### src/rtl/txtvid_pkg.sv
package txtvid_pkg;
  localparam int GLYPH_W = 8;
  localparam int IDX_W   = 4;
  localparam int ROW_W   = 3;
  localparam int CODE_W  = 8;

  typedef struct packed {
    logic [IDX_W-1:0] fg;
    logic [IDX_W-1:0] bg;
  } cell_attr_t;
endpackage

### src/rtl/txt_glyph_rom.sv
module txt_glyph_rom
  import txtvid_pkg::*;
(
  input  logic              clk,
  input  logic              rst_n,
  input  logic              en,
  input  logic [CODE_W-1:0] code,
  input  logic [ROW_W-1:0]  row,
  output logic [GLYPH_W-1:0] glyph_q
);
  logic [GLYPH_W-1:0] glyph_d;

  // Character table: one entry per code and row.
  always_comb begin
    glyph_d = '0;
    case (code)
      CODE_W'(1): glyph_d = row[0] ? 8'h55 : 8'hAA;
      CODE_W'(2): begin
        case (row)
          3'd0: glyph_d = 8'h80;
          3'd1: glyph_d = 8'h40;
          3'd2: glyph_d = 8'h20;
          3'd3: glyph_d = 8'h10;
          3'd4: glyph_d = 8'h08;
          3'd5: glyph_d = 8'h04;
          3'd6: glyph_d = 8'h02;
          default: glyph_d = 8'h01;
        endcase
      end
      CODE_W'(3): glyph_d = 8'hFF;
      default:    glyph_d = '0;
    endcase
  end

  always_ff @(posedge clk or negedge rst_n) begin
    if (!rst_n)  glyph_q <= '0;
    else if (en) glyph_q <= glyph_d;
  end
endmodule

### src/rtl/txt_cell_shifter.sv
module txt_cell_shifter
  import txtvid_pkg::*;
(
  input  logic               clk,
  input  logic               rst_n,
  input  logic               cell_start,
  input  cell_attr_t         attr_in,
  input  logic [GLYPH_W-1:0] glyph_in,
  output logic [IDX_W-1:0]   pix_idx
);
  localparam int GAP_W = $clog2(GLYPH_W) + 1;

  cell_attr_t         attr_buf, attr_buf_nxt;
  cell_attr_t         attr_cur, attr_cur_nxt;
  logic               load_q;
  logic [GLYPH_W-1:0] sh, sh_nxt;
  logic [GAP_W-1:0]   gap, gap_nxt;

  always_comb begin
    attr_buf_nxt = cell_start ? attr_in : attr_buf;
    attr_cur_nxt = attr_cur;
    sh_nxt       = sh << 1;
    if (load_q) begin
      sh_nxt       = glyph_in;
      attr_cur_nxt = attr_buf;
    end
    if (cell_start)                        gap_nxt = '0;
    else if (gap < GAP_W'(GLYPH_W - 1))    gap_nxt = gap + 1'b1;
    else                                   gap_nxt = gap;
  end

  always_ff @(posedge clk or negedge rst_n) begin
    if (!rst_n) begin
      attr_buf <= '0;
      attr_cur <= '0;
      load_q   <= 1'b0;
      sh       <= '0;
      gap      <= GAP_W'(GLYPH_W - 1);
    end else begin
      attr_buf <= attr_buf_nxt;
      attr_cur <= attr_cur_nxt;
      load_q   <= cell_start;
      sh       <= sh_nxt;
      gap      <= gap_nxt;
    end
  end

  assign pix_idx = sh[GLYPH_W-1] ? attr_cur.fg : attr_cur.bg;

  // Cells must not arrive faster than one per eight dots.
  assert_cell_spacing_R3: assert property (@(posedge clk) disable iff (!rst_n)
    cell_start |-> (gap == GAP_W'(GLYPH_W - 1)));
endmodule

### src/rtl/txt_palette.sv
module txt_palette
  import txtvid_pkg::*;
#(
  parameter int CHAN_W = 4,
  localparam int ENTRY_W = 3 * CHAN_W,
  localparam int DEPTH   = 1 << IDX_W
)(
  input  logic               clk,
  input  logic               rst_n,
  input  logic               blank,
  input  logic               wr_en,
  input  logic [IDX_W-1:0]   wr_idx,
  input  logic [ENTRY_W-1:0] wr_data,
  input  logic [IDX_W-1:0]   rd_idx,
  output logic [ENTRY_W-1:0] rgb_q
);
  logic [ENTRY_W-1:0] tbl    [DEPTH];
  logic [ENTRY_W-1:0] tbl_nxt[DEPTH];
  logic [ENTRY_W-1:0] pend_d    [DEPTH];
  logic [ENTRY_W-1:0] pend_d_nxt[DEPTH];
  logic [DEPTH-1:0]   pend_v, pend_v_nxt;
  logic               blank_q;
  logic               blank_rise;
  logic [ENTRY_W-1:0] rgb_nxt;

  assign blank_rise = blank & ~blank_q;

  always_comb begin
    for (int i = 0; i < DEPTH; i++) begin
      tbl_nxt[i]    = tbl[i];
      pend_d_nxt[i] = pend_d[i];
      pend_v_nxt[i] = pend_v[i];
      if (blank_rise && pend_v[i]) begin
        tbl_nxt[i]    = pend_d[i];
        pend_v_nxt[i] = 1'b0;
      end
      if (wr_en && (wr_idx == IDX_W'(i))) begin
        if (blank) begin
          tbl_nxt[i]    = wr_data;
          pend_v_nxt[i] = 1'b0;
        end else begin
          pend_d_nxt[i] = wr_data;
          pend_v_nxt[i] = 1'b1;
        end
      end
    end
    rgb_nxt = blank ? '0 : tbl[rd_idx];
  end

  always_ff @(posedge clk or negedge rst_n) begin
    if (!rst_n) begin
      for (int i = 0; i < DEPTH; i++) begin
        tbl[i]    <= {3{CHAN_W'(i)}};
        pend_d[i] <= '0;
      end
      pend_v  <= '0;
      blank_q <= 1'b0;
      rgb_q   <= '0;
    end else begin
      for (int i = 0; i < DEPTH; i++) begin
        tbl[i]    <= tbl_nxt[i];
        pend_d[i] <= pend_d_nxt[i];
      end
      pend_v  <= pend_v_nxt;
      blank_q <= blank;
      rgb_q   <= rgb_nxt;
    end
  end

  // Entries only ever change on an edge that saw blanking.
  for (genvar g = 0; g < DEPTH; g++) begin : g_chk
    assert_entry_change_in_blank_R6: assert property (@(posedge clk) disable iff (!rst_n)
      !$stable(tbl[g]) |-> $past(blank));
  end

  // Nothing stays parked after blanking starts.
  assert_commit_clears_R9: assert property (@(posedge clk) disable iff (!rst_n)
    blank_rise |=> (pend_v == '0));
endmodule

### src/rtl/textcell_pixel_pipe.sv
module textcell_pixel_pipe
  import txtvid_pkg::*;
#(
  parameter int CHAN_W = 4
)(
  input  logic              clk,
  input  logic              rst_n,
  input  logic              cell_start,
  input  logic [7:0]        char_code,
  input  logic [7:0]        attr_byte,
  input  logic [2:0]        glyph_row,
  input  logic              blank,
  input  logic              pal_we,
  input  logic [3:0]        pal_idx,
  input  logic [11:0]       pal_rgb,
  output logic [CHAN_W-1:0] red,
  output logic [CHAN_W-1:0] green,
  output logic [CHAN_W-1:0] blue
);
  localparam int ENTRY_W = 3 * CHAN_W;

  logic [GLYPH_W-1:0] glyph_q;
  logic [IDX_W-1:0]   pix_idx;
  logic [ENTRY_W-1:0] rgb_q;

  txt_glyph_rom u_rom (
    .clk     (clk),
    .rst_n   (rst_n),
    .en      (cell_start),
    .code    (char_code),
    .row     (glyph_row),
    .glyph_q (glyph_q)
  );

  txt_cell_shifter u_shift (
    .clk        (clk),
    .rst_n      (rst_n),
    .cell_start (cell_start),
    .attr_in    (cell_attr_t'(attr_byte)),
    .glyph_in   (glyph_q),
    .pix_idx    (pix_idx)
  );

  txt_palette #(.CHAN_W(CHAN_W)) u_pal (
    .clk     (clk),
    .rst_n   (rst_n),
    .blank   (blank),
    .wr_en   (pal_we),
    .wr_idx  (pal_idx),
    .wr_data (pal_rgb),
    .rd_idx  (pix_idx),
    .rgb_q   (rgb_q)
  );

  assign red   = rgb_q[ENTRY_W-1 -: CHAN_W];
  assign green = rgb_q[2*CHAN_W-1 -: CHAN_W];
  assign blue  = rgb_q[CHAN_W-1:0];

  assert_blank_black_R8: assert property (@(posedge clk) disable iff (!rst_n)
    blank |=> ({red, green, blue} == '0));
endmodule

### config.mk
export PLATFORM = sky130hd
export DESIGN_NAME = textcell_pixel_pipe
export DESIGN_NICKNAME = d
export VERILOG_FILES = /design/src/rtl/txtvid_pkg.sv /design/src/rtl/txt_glyph_rom.sv /design/src/rtl/txt_cell_shifter.sv /design/src/rtl/txt_palette.sv /design/src/rtl/textcell_pixel_pipe.sv
export SDC_FILE = /design/constraint.sdc
export NUM_CORES = 1
export LEC_CHECK = 0
export BUFFER_PORTS_ARGS = -buffer_cell sky130_fd_sc_hd__buf_2
export CAP_MARGIN = 20
export CORE_MARGIN = 10
export CORE_UTILIZATION = 63
export DETAILED_ROUTE_END_ITERATION = 10
export GPL_ROUTABILITY_DRIVEN = 0
export PLACE_DENSITY = 0.8
export SYNTH_ARGS = -nofsm -noshare
export SYNTH_HDL_FRONTEND = slang
export SYNTH_SLANG_ARGS = --single-unit
### constraint.sdc
create_clock -name clk -period 2.2 [get_ports clk]
set_clock_uncertainty 0.15 [all_clocks]
set_input_delay 0 -clock clk [delete_from_list [all_inputs] [get_ports clk]]
set_output_delay 0 -clock clk [all_outputs]
set_load 0.05 [all_outputs]
# == Word-level counts from Yosys, hierarchy flattened ==
# Index checks and enable logic that the tools add are counted.
# totals
reg_bits,446
# op_classes
order_cmp,1
eq_ne,24
mux,90
bitwise,4
n_reduce_logical,66
# ops
operator,count
12-bit 2-to-1 mux,51
8-bit one-hot mux with 7 select lines,1
12-bit binary-select mux with 4-bit select,1
1-bit 2-to-1 mux,33
"4-bit equality test, second input constant",8
1-bit logical AND,32
2-bit AND reduction,16
2-bit nonzero test,16
8-bit one-hot mux with 3 select lines,1
"4-bit by 3-bit equality test with 1-bit output, second input constant",4
"8-bit by 2-bit equality test with 1-bit output, second input constant",2
8-bit 2-to-1 mux,2
"3-bit equality test, second input constant",3
"4-bit by 2-bit equality test with 1-bit output, second input constant",2
"8-bit by 1-bit equality test with 1-bit output, second input constant",1
"3-bit by 2-bit equality test with 1-bit output, second input constant",2
"5-bit greater-or-equal comparator, second input constant",1
4-bit inverter with 5-bit output,1
"4-bit by 1-bit equality test with 1-bit output, second input constant",1
4-bit logical NOT,1
4-bit 2-to-1 mux,1
"3-bit by 1-bit equality test with 1-bit output, second input constant",1
3-bit logical NOT,1
1-bit inverter,2
1-bit bitwise AND,1

# == Logic depth before layout (Yosys ltp) ==
# logic_depth
ltp_word,6
ltp_mapped,9
depth_no_buf,5

# == Modules after synthesis ==
# A second synthesis with hierarchy kept.
# hier_totals
cells_unflattened,1701
hier_area_um2,20729.9
# modules_own_cells
module,area_per_inst_um2,cells_each,n_inst,seq_area_each_um2
txt_palette,19233.4,1597,1,10455.0
txt_cell_shifter,1007.2,56,1,625.6
txt_glyph_rom,489.2,48,1,200.2

# == Worst setup path after synthesis ==
# Ideal clock, no wire load.
# synth_path
kind,register to register
startpoint,register u_shift.sh[7]
endpoint,register u_pal.rgb_q[6]
stages_incl_launch_ff,8
setup_time_ns,0.125
t_arrival_ns,1.743
slack_ns,0.181
cell_sequence,dfrtp_1 buf_6 mux2_4 buf_6 buf_2 mux4_2 a22oi_1 nand2_1
# synth_via
elab_chain_len,6
# synth_rtl
item,line,text
from (decl),txt_cell_shifter.sv:16,"logic [GLYPH_W-1:0] sh, sh_nxt;"
from (signal assigned),txt_cell_shifter.sv:43,sh <= sh_nxt;
4-bit 2-to-1 mux,txt_cell_shifter.sv:48,assign pix_idx = sh[GLYPH_W-1] ? attr_cur.fg : attr_cur.bg;
4-bit inverter with 5-bit output (not written as such),txt_palette.sv:47,rgb_nxt = blank ? '0 : tbl[rd_idx];
12-bit binary-select mux with 4-bit select,txt_palette.sv:47,
12-bit 2-to-1 mux (not written as such) (2 in a row),txt_palette.sv:47,
12-bit 2-to-1 mux,txt_palette.sv:47,
net u_pal.rgb_nxt[6],txt_palette.sv:24,logic [ENTRY_W-1:0] rgb_nxt;
to (signal assigned),txt_palette.sv:66,rgb_q <= rgb_nxt;
to (decl),txt_palette.sv:15,output logic [ENTRY_W-1:0] rgb_q
# The timed path passes the listed nets, and every way through them passes these cells. The select of a mux whose other input is x is not followed.
# A chain may end at the register's enable or synchronous reset.

# == Worst setup path after layout ==
# layout_path
startpoint,register u_shift.sh[7]
endpoint,register u_pal.rgb_q[2]
# Same word-level chain as after synthesis.

==> summary.md <==
| Metric | Value |
|---|---|
| CTS tree | done |
| Worst hold path class | primary input to asynchronous set/reset pin |
| CP Capture Type | register |
| Final net count | around 1900 |
| WP buf/inv | 2 |
| Die W | 199.5 um |
| Fillcell total | 2026 |
| Max VDD drop | 0.0007349 V |
| Core Util, Final | 0.7399 |
| Synth area leaders | dfrtp_1 (43%), dfstp_2 (12%), mux2_2 (12%) |
| CTS root buf | clkbuf_16 |
| Dominant synthesized flop cell | dfrtp_1 |
| Worst rel slew slack | 0.4031 |
| Longest Clk Path Bufs | 3 |
| Final setup TNS | 0 ps |
| Post-synthesis cell area | ~0.02 mm2 |
| Initial DRC Count | 1511 |
| Detailed placement HPWL | 35020 um |
| Clock Latency Late Sink | 570 ps |
| I/O pin count | 52 |
| TritonRoute pass-1 iters | 7 |
| Pre-CTS setup slack | around 25 ps |
| Worst path arrival time | 2410 ps |
| Final worst-path cycle share | 0.9698 |
| Crit path largest cell delay | 400 ps |
| Initial Util | 0.6417 |
| DR DRC count | 0 |
| Row count | 65 |
| DRT Wirelength | between 50000 and 60000 um |
| I/O Buffers | between 50 and 60 |
| Avg Cell Area, Syn | 11.52 um2 |
| Die height | between 150 and 200 um |
| First-pass GRT wire length | 85600 um |
| Status | finished clean |
| EDFF count, synth | 0 |
| PD cells | 1084 mW/mm2 |
| Post-DR wirelength/cell | 23.94 um |
| Worst path cell trace | buf_6, nand2b_1, nand2_2, buf_4, mux4_2, o2111ai_1, nand2_1 |
| Die Area | 0.03980 mm2 |
| CP Max Fanout | 17 |
| Clock period minus worst slack | 2134 ps |
| Hold Vio Cnt, Final | 0 |
| Ys Warns | 0 |
| Fin Hold WS | approximately 17 ps |
| Syn_nets | 1802 |
| Clk sinks | 446 |
| GRT Overall Usage | 0.2812 |
| Largest net degree at the start of global routing | 67 |
| Max-slew violations | 0 |
| Layout cells sized above 1 | 0.2904 |
| Max cap viols | 0 |
| Family with the most delay on the worst path | simple AND/OR/NAND/NOR gates |
| Antenna diode count | 0 |
| Setup WS post-layout | between 60 and 70 ps |
| Core Area | 0.03164 mm2 |
| Clk slew on worst S/H paths | 60 ps |
| Worst setup SP type | register |
| Async set or reset register ratio after synthesis | 1.000 |
| Slowest CP cell | dfrtp_1 |
| Static Leak | between 10 and 15 nW |
| Yosys top cell area share | 0.4314 |
| FMAX | 468.7 MHz |
| Total grt overflow | 0 |
| Post-route ant nets | 0 |
| Netlist cell types | between 40 and 50 |
| Total number of vias | 14620 |
| Number of cells produced by synthesis | 1762 |
| # setup viols final | 0 |
| CTS buffer count | between 40 and 50 |
| Area Overhead vs Synth | 15.30% |
| Initial antenna violation count | 1 |
| RSZ-0062 raised after global routing | no |
| CTS H-tree depth | 2 |
| Vias/cell | 6.339 |
| Most common cell after layout, fill and taps aside | dfrtp_1 |
| Synthesized flop and latch total | 446 |
| Area leader, netlist | dfrtp_1 |
| Critical path class | register to register |
| Most frequent cells in the layout | dfrtp_1 (350), nor2_1 (246), a21oi_1 (219) |
| Worst slew pin tran | 895.3 ps |
| Vias in the first global route | about 15000 |
| Sequential-to-total area share from yosys stat | 0.5557 |
| Required time of the critical path | 2480 ps |
[cell usage after synthesis (3+ instances only)]
cell and count:
dfrtp_1 350, nor2_1 246, a21oi_1 220, mux2_2 213, mux2i_1 194, nand2_1 142
dfstp_2 96, clkbuf_1 92, nand3_1 44, buf_2 38, mux4_2 31, a22oi_1 12
inv_1 11, o22ai_1 9, nor3_1 8, o2111ai_1 7, nand2b_1 5, nor2b_1 5
o21ai_1 5, o21bai_1 3
[logic make-up after synthesis]
kind of cell | after synthesis | share of synthesized area
buffers and inverters | 147 | 0.03137
and+or+nand+nor | 459 | 0.09097
DFF | 446 | 0.5557
AOI/OAI and AO/OA | 269 | 0.07180
muxes | 441 | 0.2502
[stage by stage]
| stage | cells | power (mW) | instance area, um2 |
|---|---|---|---|
| floorplan | 1762 | 15.13 | 20300 |
| global placement | 2150 | 16.89 | 21120 |
| detailed placement | 2150 | 17.18 | 21120 |
| CTS | 2306 | 25.24 | 23380 |
| global route | 2306 | 26.33 | 23410 |
| finish | 2306 | 25.38 | 23410 |
[timing repair]
action,in CTS,in global routing
hold endpoints to repair,624,0
setup endpoints to repair,2,32
setup buffers,5,0
hold buffers,65,0
resized for setup,1,9
[layout make-up]
type | instances | area, um2 | area share
well taps | 402 | 503.0 | 0.02149
flip-flops and latches | 446 | 11280 | 0.4819
inverters | 11 | 41.29 | 0.001764
repair buffers | 192 | 1625 | 0.06944
clock inverters | 18 | 190.2 | 0.008125
multi-input cells | 1169 | 8403 | 0.3590
clock buffers | 68 | 1364 | 0.05826
[where the power goes]
part | switching, mW | leakage (nW) | internal, mW
registers | 1.97 | 5.44 | 10.8
logic | 2.25 | 5.41 | 2.42
clock network | 3.26 | 0.773 | 4.66
[sequential cells by signal (all words and copies together), names as in the netlist]
| name | flops |
|---|---|
| u_shift.attr_cur | 8 |
| u_shift.sh | 8 |
| u_pal.tbl | 192 |
| u_shift.attr_buf | 8 |
| u_pal.pend_v | 16 |
| u_pal.pend_d | 192 |
| u_pal.rgb_q | 12 |
| u_pal.blank_q | 1 |
| u_shift.load_q | 1 |
| u_rom.glyph_q | 8 |
[worst paths after layout]
check | start | to | slack, ps | cells after the start
max | u_shift.sh[7] | u_pal.rgb_q[2] | 70 | 7
min reg2reg | u_shift.sh[0] | u_shift.sh[1] | 330 | 1
min in group clk | pal_idx[2] | u_pal.tbl[180] | 120 | 6
min | rst_n | u_pal.tbl[71] | 20 | 2
max reg2reg | u_shift.sh[7] | u_pal.rgb_q[2] | 70 | 7
max in group asynchronous | rst_n | u_pal.tbl[117] | 1440 | 3
[layer usage]
layer / share of wire / GRT usage
met3: 0.11 / 0.06644
met4: 0.047 / 0.1268
met1: 0.40 / 0.3824
met5: 0 / 0
met2: 0.45 / 0.4228
(Power assumes the default switching activity.)
